[config.mk]
export PLATFORM = sky130hd
export DESIGN_NAME = hs_slot_ctrl
export DESIGN_NICKNAME = d
export VERILOG_FILES = /design/src/rtl/hs_slot_pkg.sv /design/src/rtl/hs_sync.sv /design/src/rtl/hs_qualify.sv /design/src/rtl/hs_clr_timer.sv /design/src/rtl/hs_fault_latch.sv /design/src/rtl/hs_slot_ctrl.sv
export SDC_FILE = /design/constraint.sdc
export NUM_CORES = 1
export LEC_CHECK = 0
export ABC_CLOCK_PERIOD_IN_PS = 1800
export BUFFER_PORTS_ARGS = -buffer_cell sky130_fd_sc_hd__buf_2
export CAP_MARGIN = 20
export CORE_MARGIN = 3
export CORE_UTILIZATION = 43
export DETAILED_ROUTE_END_ITERATION = 7
export PLACE_DENSITY = 0.62
export SETUP_SLACK_MARGIN = 0.2
export SLEW_MARGIN = 10
export SYNTH_ARGS = -nofsm -noshare
export SYNTH_HDL_FRONTEND = slang
export SYNTH_SLANG_ARGS = --single-unit
[constraint.sdc]
create_clock -name clk -period 1.8 [get_ports clk]
set_input_delay 0.18 -clock clk [delete_from_list [all_inputs] [get_ports clk]]
set_output_delay 0.18 -clock clk [all_outputs]
set_load 0.05 [all_outputs]
[src/rtl/hs_slot_pkg.sv]
package hs_slot_pkg;
  localparam int NUM_IN = 10;
  localparam int IX_PRES  = 0;
  localparam int IX_ON    = 1;
  localparam int IX_AUXEN = 2;
  localparam int IX_FORCE = 3;
  localparam int IX_OC12  = 4;
  localparam int IX_OC3   = 5;
  localparam int IX_MUV   = 6;
  localparam int IX_AOC   = 7;
  localparam int IX_OT    = 8;
  localparam int IX_AUV   = 9;
  // active-low inputs idle high: presence and force-on
  localparam logic [NUM_IN-1:0] IN_IDLE = NUM_IN'((1 << IX_PRES) | (1 << IX_FORCE));
endpackage

[src/rtl/hs_sync.sv]
module hs_sync #(
  parameter int W = 1,
  parameter logic [W-1:0] RST_VAL = '0
) (
  input  logic         clk,
  input  logic         rst_n,
  input  logic [W-1:0] d,
  output logic [W-1:0] q
);
  logic [W-1:0] meta;

  always_ff @(posedge clk or negedge rst_n) begin
    if (!rst_n) begin
      meta <= RST_VAL;
      q    <= RST_VAL;
    end else begin
      meta <= d;
      q    <= meta;
    end
  end
endmodule

[src/rtl/hs_qualify.sv]
// Asserts ok once act has been high for LIMIT consecutive edges; ok drops with act.
module hs_qualify #(
  parameter int LIMIT = 4
) (
  input  logic clk,
  input  logic rst_n,
  input  logic act,
  output logic ok
);
  localparam int CW = $clog2(LIMIT + 1);
  localparam logic [CW-1:0] LAST = CW'(LIMIT - 1);

  logic [CW-1:0] cnt;
  logic          held;

  always_ff @(posedge clk or negedge rst_n) begin
    if (!rst_n) begin
      cnt  <= '0;
      held <= 1'b0;
    end else if (!act) begin
      cnt  <= '0;
      held <= 1'b0;
    end else if (!held) begin
      if (cnt == LAST) held <= 1'b1;
      else             cnt  <= cnt + 1'b1;
    end
  end

  assign ok = held & act;

  // covers presence debounce and delayed power good
  assert_hold_before_rise_R2: assert property (@(posedge clk) disable iff (!rst_n)
    $rose(held) |-> $past(act));
endmodule

[src/rtl/hs_clr_timer.sv]
// One-cycle clear strobe once ctl has stayed low LEN sampled cycles after being high.
module hs_clr_timer #(
  parameter int LEN = 10
) (
  input  logic clk,
  input  logic rst_n,
  input  logic ctl,
  output logic clr
);
  localparam int RW = $clog2(LEN + 1);
  localparam logic [RW-1:0] LAST = RW'(LEN - 1);
  localparam logic [RW-1:0] FULL = RW'(LEN);

  logic [RW-1:0] run;
  logic          was_high;

  always_ff @(posedge clk or negedge rst_n) begin
    if (!rst_n) begin
      run      <= '0;
      was_high <= 1'b0;
    end else if (ctl) begin
      run      <= '0;
      was_high <= 1'b1;
    end else if (was_high && run != FULL) begin
      run <= run + 1'b1;
    end
  end

  assign clr = !ctl && was_high && (run == LAST);

  generate
    if (LEN > 1) begin : g_chk
      assert_clr_needs_low_R7: assert property (@(posedge clk) disable iff (!rst_n)
        clr |-> $past(!ctl));
    end
  endgenerate
endmodule

[src/rtl/hs_fault_latch.sv]
module hs_fault_latch (
  input  logic clk,
  input  logic rst_n,
  input  logic set,
  input  logic clr,
  output logic flag
);
  always_ff @(posedge clk or negedge rst_n) begin
    if (!rst_n)   flag <= 1'b0;
    else if (set) flag <= 1'b1;
    else if (clr) flag <= 1'b0;
  end

  assert_set_wins_R5: assert property (@(posedge clk) disable iff (!rst_n)
    set |=> flag);
  assert_sticky_R7: assert property (@(posedge clk) disable iff (!rst_n)
    (flag && !clr) |=> flag);
endmodule

[src/rtl/hs_slot_ctrl.sv]
module hs_slot_ctrl #(
  parameter int DEBOUNCE_CYC  = 500000,
  parameter int MAIN_CLR_CYC  = 10,
  parameter int AUX_CLR_CYC   = 25,
  parameter int PG_DELAY_CYC  = 1000
) (
  input  logic clk,
  input  logic rst_n,
  input  logic card_present_n,
  input  logic main_on,
  input  logic aux_on,
  input  logic force_on_n,
  input  logic oc_12v,
  input  logic oc_3v3,
  input  logic main_uv,
  input  logic aux_oc,
  input  logic over_temp,
  input  logic aux_uv,
  output logic en_12v,
  output logic en_3v3,
  output logic en_aux,
  output logic pwrgd_n,
  output logic dly_pwrgd_n,
  output logic fault_main_n,
  output logic fault_aux_n,
  output logic irq_n
);
  import hs_slot_pkg::*;

  logic [NUM_IN-1:0] raw, s;
  logic pres_act, pres_ok, force_a;
  logic main_set, aux_set, main_clr, aux_clr;
  logic main_flt, aux_flt;
  logic main_en, pg_late;

  always_comb begin
    raw           = '0;
    raw[IX_PRES]  = card_present_n;
    raw[IX_ON]    = main_on;
    raw[IX_AUXEN] = aux_on;
    raw[IX_FORCE] = force_on_n;
    raw[IX_OC12]  = oc_12v;
    raw[IX_OC3]   = oc_3v3;
    raw[IX_MUV]   = main_uv;
    raw[IX_AOC]   = aux_oc;
    raw[IX_OT]    = over_temp;
    raw[IX_AUV]   = aux_uv;
  end

  hs_sync #(.W(NUM_IN), .RST_VAL(IN_IDLE)) u_sync (
    .clk(clk), .rst_n(rst_n), .d(raw), .q(s));

  assign pres_act = !s[IX_PRES];
  assign force_a  = !s[IX_FORCE];

  hs_qualify #(.LIMIT(DEBOUNCE_CYC)) u_pres_db (
    .clk(clk), .rst_n(rst_n), .act(pres_act), .ok(pres_ok));

  assign main_set = !force_a && (s[IX_OC12] || s[IX_OC3] || s[IX_MUV]);
  assign aux_set  = !force_a && (s[IX_AOC] || s[IX_OT]);

  hs_clr_timer #(.LEN(MAIN_CLR_CYC)) u_main_clr (
    .clk(clk), .rst_n(rst_n), .ctl(s[IX_ON]), .clr(main_clr));
  hs_clr_timer #(.LEN(AUX_CLR_CYC)) u_aux_clr (
    .clk(clk), .rst_n(rst_n), .ctl(s[IX_AUXEN]), .clr(aux_clr));

  hs_fault_latch u_main_flt (
    .clk(clk), .rst_n(rst_n), .set(main_set), .clr(main_clr), .flag(main_flt));
  hs_fault_latch u_aux_flt (
    .clk(clk), .rst_n(rst_n), .set(aux_set), .clr(aux_clr), .flag(aux_flt));

  assign main_en = force_a || (pres_ok && s[IX_ON] && !main_flt);

  hs_qualify #(.LIMIT(PG_DELAY_CYC)) u_pg_dly (
    .clk(clk), .rst_n(rst_n), .act(main_en), .ok(pg_late));

  assign en_12v       = main_en;
  assign en_3v3       = main_en;
  assign en_aux       = !s[IX_AUV] && (force_a || (pres_ok && s[IX_AUXEN] && !aux_flt));
  assign pwrgd_n      = !main_en;
  assign dly_pwrgd_n  = !(force_a || pg_late);
  assign fault_main_n = !(main_flt && !force_a);
  assign fault_aux_n  = !(aux_flt && !force_a);
  assign irq_n        = !((main_flt || aux_flt) && !force_a);

  assert_loss_cuts_R3: assert property (@(posedge clk) disable iff (!rst_n)
    (!pres_act && !force_a) |-> !(en_12v || en_3v3 || en_aux));
  assert_aux_uv_lock_R9: assert property (@(posedge clk) disable iff (!rst_n)
    s[IX_AUV] |-> !en_aux);
  assert_force_release_R10: assert property (@(posedge clk) disable iff (!rst_n)
    force_a |-> (fault_main_n && fault_aux_n && irq_n && !dly_pwrgd_n));
  assert_fault_blocks_main_R5: assert property (@(posedge clk) disable iff (!rst_n)
    (main_flt && !force_a) |-> !en_12v);
endmodule

==> summary.txt <==
Layout
  – Fillers: 525
  – Fraction of layout cells with a size suffix above 1: 0.325
  – Antenna cells: 0
  – Final Util: 0.593
  – Layout area overhead: 32.5%
  – Nets: 347

Job
  – Max-cap viol count: 0

Global routing
  – GR Util All Layers: 0.164
  – Initial antenna violation count: 0
  – Grt ovf: 0
  – Vias in the first global route: 2,159
  – Largest net degree at the start of global routing: 65
  – First-pass GRT wire length: 9690 microns

Logic synthesis
  – Yosys warns: 0
  – Primary FF master, synth: dfrtp_1
  – Post-synth ARST share: 1.00
  – Synthesized instance count: 260
  – Syn nets: 280
  – Area leader, netlist: dfrtp_1
  – Synthesis-stage register bit count: 64
  – Top cell type's share of synthesized area: 0.525
  – Area contributors post-synth: dfrtp_1, dfstp_2, xnor2_1
  – Syn Area/Cell: 11.0 sq um
  – Synth cell count leaders: dfrtp_1, nor2_1, nand2_1, xnor2_1
  – Mapped cell area: 0.00286 sq mm
  – Post-synth EDFFs: 0
  – Seq/Total Area, Yosys: 0.562
  – Synth cell types: 50
  – Most frequent cell after synthesis: dfrtp_1

Min path
  – Hold Path Cell Cnt: 0
  – Min-Delay Endpoint: u_sync.q[5]
  – Worst min-delay path startpoint: u_sync.meta[5]
  – Min-delay worst type: flop to flop

Placement
  – Post-detail-place hpwl: 3530 microns
  – Port Buffers: 19
  – GP Congestion: 0.806

Drt
  – DRC Markers: 0
  – Remaining antenna violation count: 0
  – Initial DRC Count: 89
  – Vias/cell: 5.38
  – Wirelength per Cell: 14.3 microns
  – Via Count: 2,199
  – Drt pass-1 iters: 4
  – Final WL: 5870 microns

Timing
  – Min Tclk post-route: 1.75 ns
  – Fmax: 573 MHz
  – Worst slew pin tran: 0.376 ns
  – Final Hold Viols: 0
  – Final period utilization: 0.970
  – Final setup viols: 0
  – Slew headroom: 0.749
  – Final slew viol count: 0
  – Setup_tns: 0 ns
  – Clk_skew: 0.00914 ns
  – RSZ-0062 raised after global routing: yes

CTS
  – CTS tree: done
  – Clock slew seen by the registers of the worst setup and hold paths: 0.07 ns
  – H-tree depth: 3
  – Clock sinks: 64
  – Deepest clock path buffer count: 2
  – Root buf cell: clkbuf_8
  – CTS Buf Count: 9
  – Clk_lat worst skew: 0.34 ns

Die
  – I/O pin cnt: 20
  – Num rows: 29
  – Die area: 0.00766 sq mm
  – Core ar.: 0.00639 sq mm
  – Starting Density: 0.448
  – Die height: 87.5 microns
  – Die Wd: 87.5 microns

Critical path
  – Worst reg2reg path depth: 4
  – Slowest-stage cell, CP: dfstp_2
  – Worst setup path class: flop to output port
  – CP Launch Type: flop
  – Arr. time, crit path: 1.57 ns
  – RR Endpoint: u_pres_db.cnt[17]
  – Cell family with most CP delay: flip-flops
  – Setup crit end kind: output port
  – Crit-path cells: nand2b_4, o31a_1, inv_2, a21boi_4, buf_6
  – R2r startpoint: u_pres_db.cnt[9]
  – Cell depth of the worst setup path: 5
  – Crit path largest cell delay: 0.53 ns
  – Worst Path Required: 1.62 ns
  – Worst path bufs/invs: 2
  – Worst R2R Setup Slack: 0.15 ns
  – Max FO, Critical Path: 3

Pwr
  – Power density over cell area: 813 mW/mm^2
  – Max VDD drop: 0.000574 V
  – Leak: 1.61 nW

Outcome
  – Status: complete, no violations
-- per-layer routing --
| layer | GRT usage | up-vias | wire (microns) |
|---|---|---|---|
| li1 | - | 1058 | - |
| met4 | 0.0669 | 0 | 57 |
| met5 | 0 | - | 0 |
| met2 | 0.258 | 45 | 2820 |
| met1 | 0.216 | 1091 | 2740 |
| met3 | 0.0452 | 5 | 244 |
-- layout make-up --
| cell class | count | area [sq um] | area share |
|---|---|---|---|
| clock buffers | 10 | 138 | 0.0363 |
| clock inverters | 6 | 67.6 | 0.0178 |
| inverters | 10 | 37.5 | 0.00991 |
| multi-input cells | 180 | 1320 | 0.347 |
| flip-flops and latches | 64 | 1610 | 0.425 |
| well taps | 77 | 96.3 | 0.0254 |
| repair buffers | 62 | 523 | 0.138 |
-- cells in the final DEF (no fill, tap or decap), types with 3 or more instances in the layout --
cell           netlist  layout
buf_6                1       6
nor2_1              27      27
nor3_1               4       4
dfstp_2              4       4
nand3_1              7       7
buf_8                0       4
nand3b_1             6       6
dfrtp_2              0       4
xor2_1               9       9
o21ai_0              7       5
o21ai_1              3       4
a21oi_2              0       5
or4_4                0       4
buf_4                1      26
xnor2_1             12      12
nor4_2               0       3
clkbuf_8             0      10
dlygate4sd3_1        0      11
o31ai_1              7       6
a31oi_1              3       3
ha_1                 8       7
inv_1               10       9
nand2_1             17      17
a21oi_1             10       5
buf_2                0      14
nand4_1             10      10
dfrtp_1             60      56
-- how the worst max path moves through the flow --
stage | slack (ns) | from | endpoint
floorplan | 0.07 | u_sync.q[0] | dly_pwrgd_n
global placement | 0.15 | u_pres_db.cnt[1] | u_pres_db.cnt[14]
detailed placement | 0.11 | u_pres_db.cnt[1] | u_pres_db.cnt[14]
CTS | 0.02 | u_sync.q[0] | pwrgd_n
global route | 0.02 | u_sync.q[0] | dly_pwrgd_n
finish | 0.05 | u_sync.q[0] | dly_pwrgd_n
-- power by group --
group | internal, W | total (W) | switching (W)
registers | 0.00149 | 0.00153 | 0.0000382
logic | 0.000134 | 0.000285 | 0.000151
clock network | 0.000681 | 0.00127 | 0.000585
total | 0.00231 | 0.00308 | 0.000774
-- cell families after synthesis --
logic type,after synthesis,share of synthesized area
xor gates and xnor gates,21,0.0643
adders and majority gates,8,0.0350
buffers and inverters,17,0.0263
muxes,3,0.0109
AOI/OAI and AO/OA,42,0.0954
and+or+nand+nor,105,0.206
DFF,64,0.562
-- per-stage QoR --
step | power (W) | worst slack, ns | cells | area, sq um | hold slack [ns]
detailed placement | 0.00177 | 0.113 | 358 | 3110 | 0.218
global placement | 0.00177 | 0.153 | 358 | 3110 | 0.219
global route | 0.00322 | 0.0205 | 409 | 3790 | 0.354
CTS | 0.00310 | 0.0159 | 396 | 3570 | 0.351
floorplan | 0.00168 | 0.0742 | 260 | 2880 | -0.116
finish | 0.00308 | 0.0538 | 409 | 3790 | 0.349
-- registers in the layout (all words and copies together) (netlist names) --
signal,count
u_main_clr.was_high,1
u_aux_clr.was_high,1
u_pg_dly.cnt,10
u_pres_db.cnt,19
u_pres_db.held,1
u_aux_clr.run,5
u_pg_dly.held,1
u_sync.meta,10
u_main_flt.flag,1
u_sync.q,10
u_aux_flt.flag,1
u_main_clr.run,4
-- repair_timing --
| item | CTS | global route |
|---|---|---|
| hold buffers | 11 | 0 |
| gates resized for setup | 20 | 29 |
| pin swaps | 5 | 8 |
| endpoints found under the hold margin | 70 | 0 |
| setup buffers | 11 | 12 |
| setup endpoints to repair | 14 | 21 |
| cloned | 0 | 1 |
Note: power is estimated with default switching activity, not from simulation.
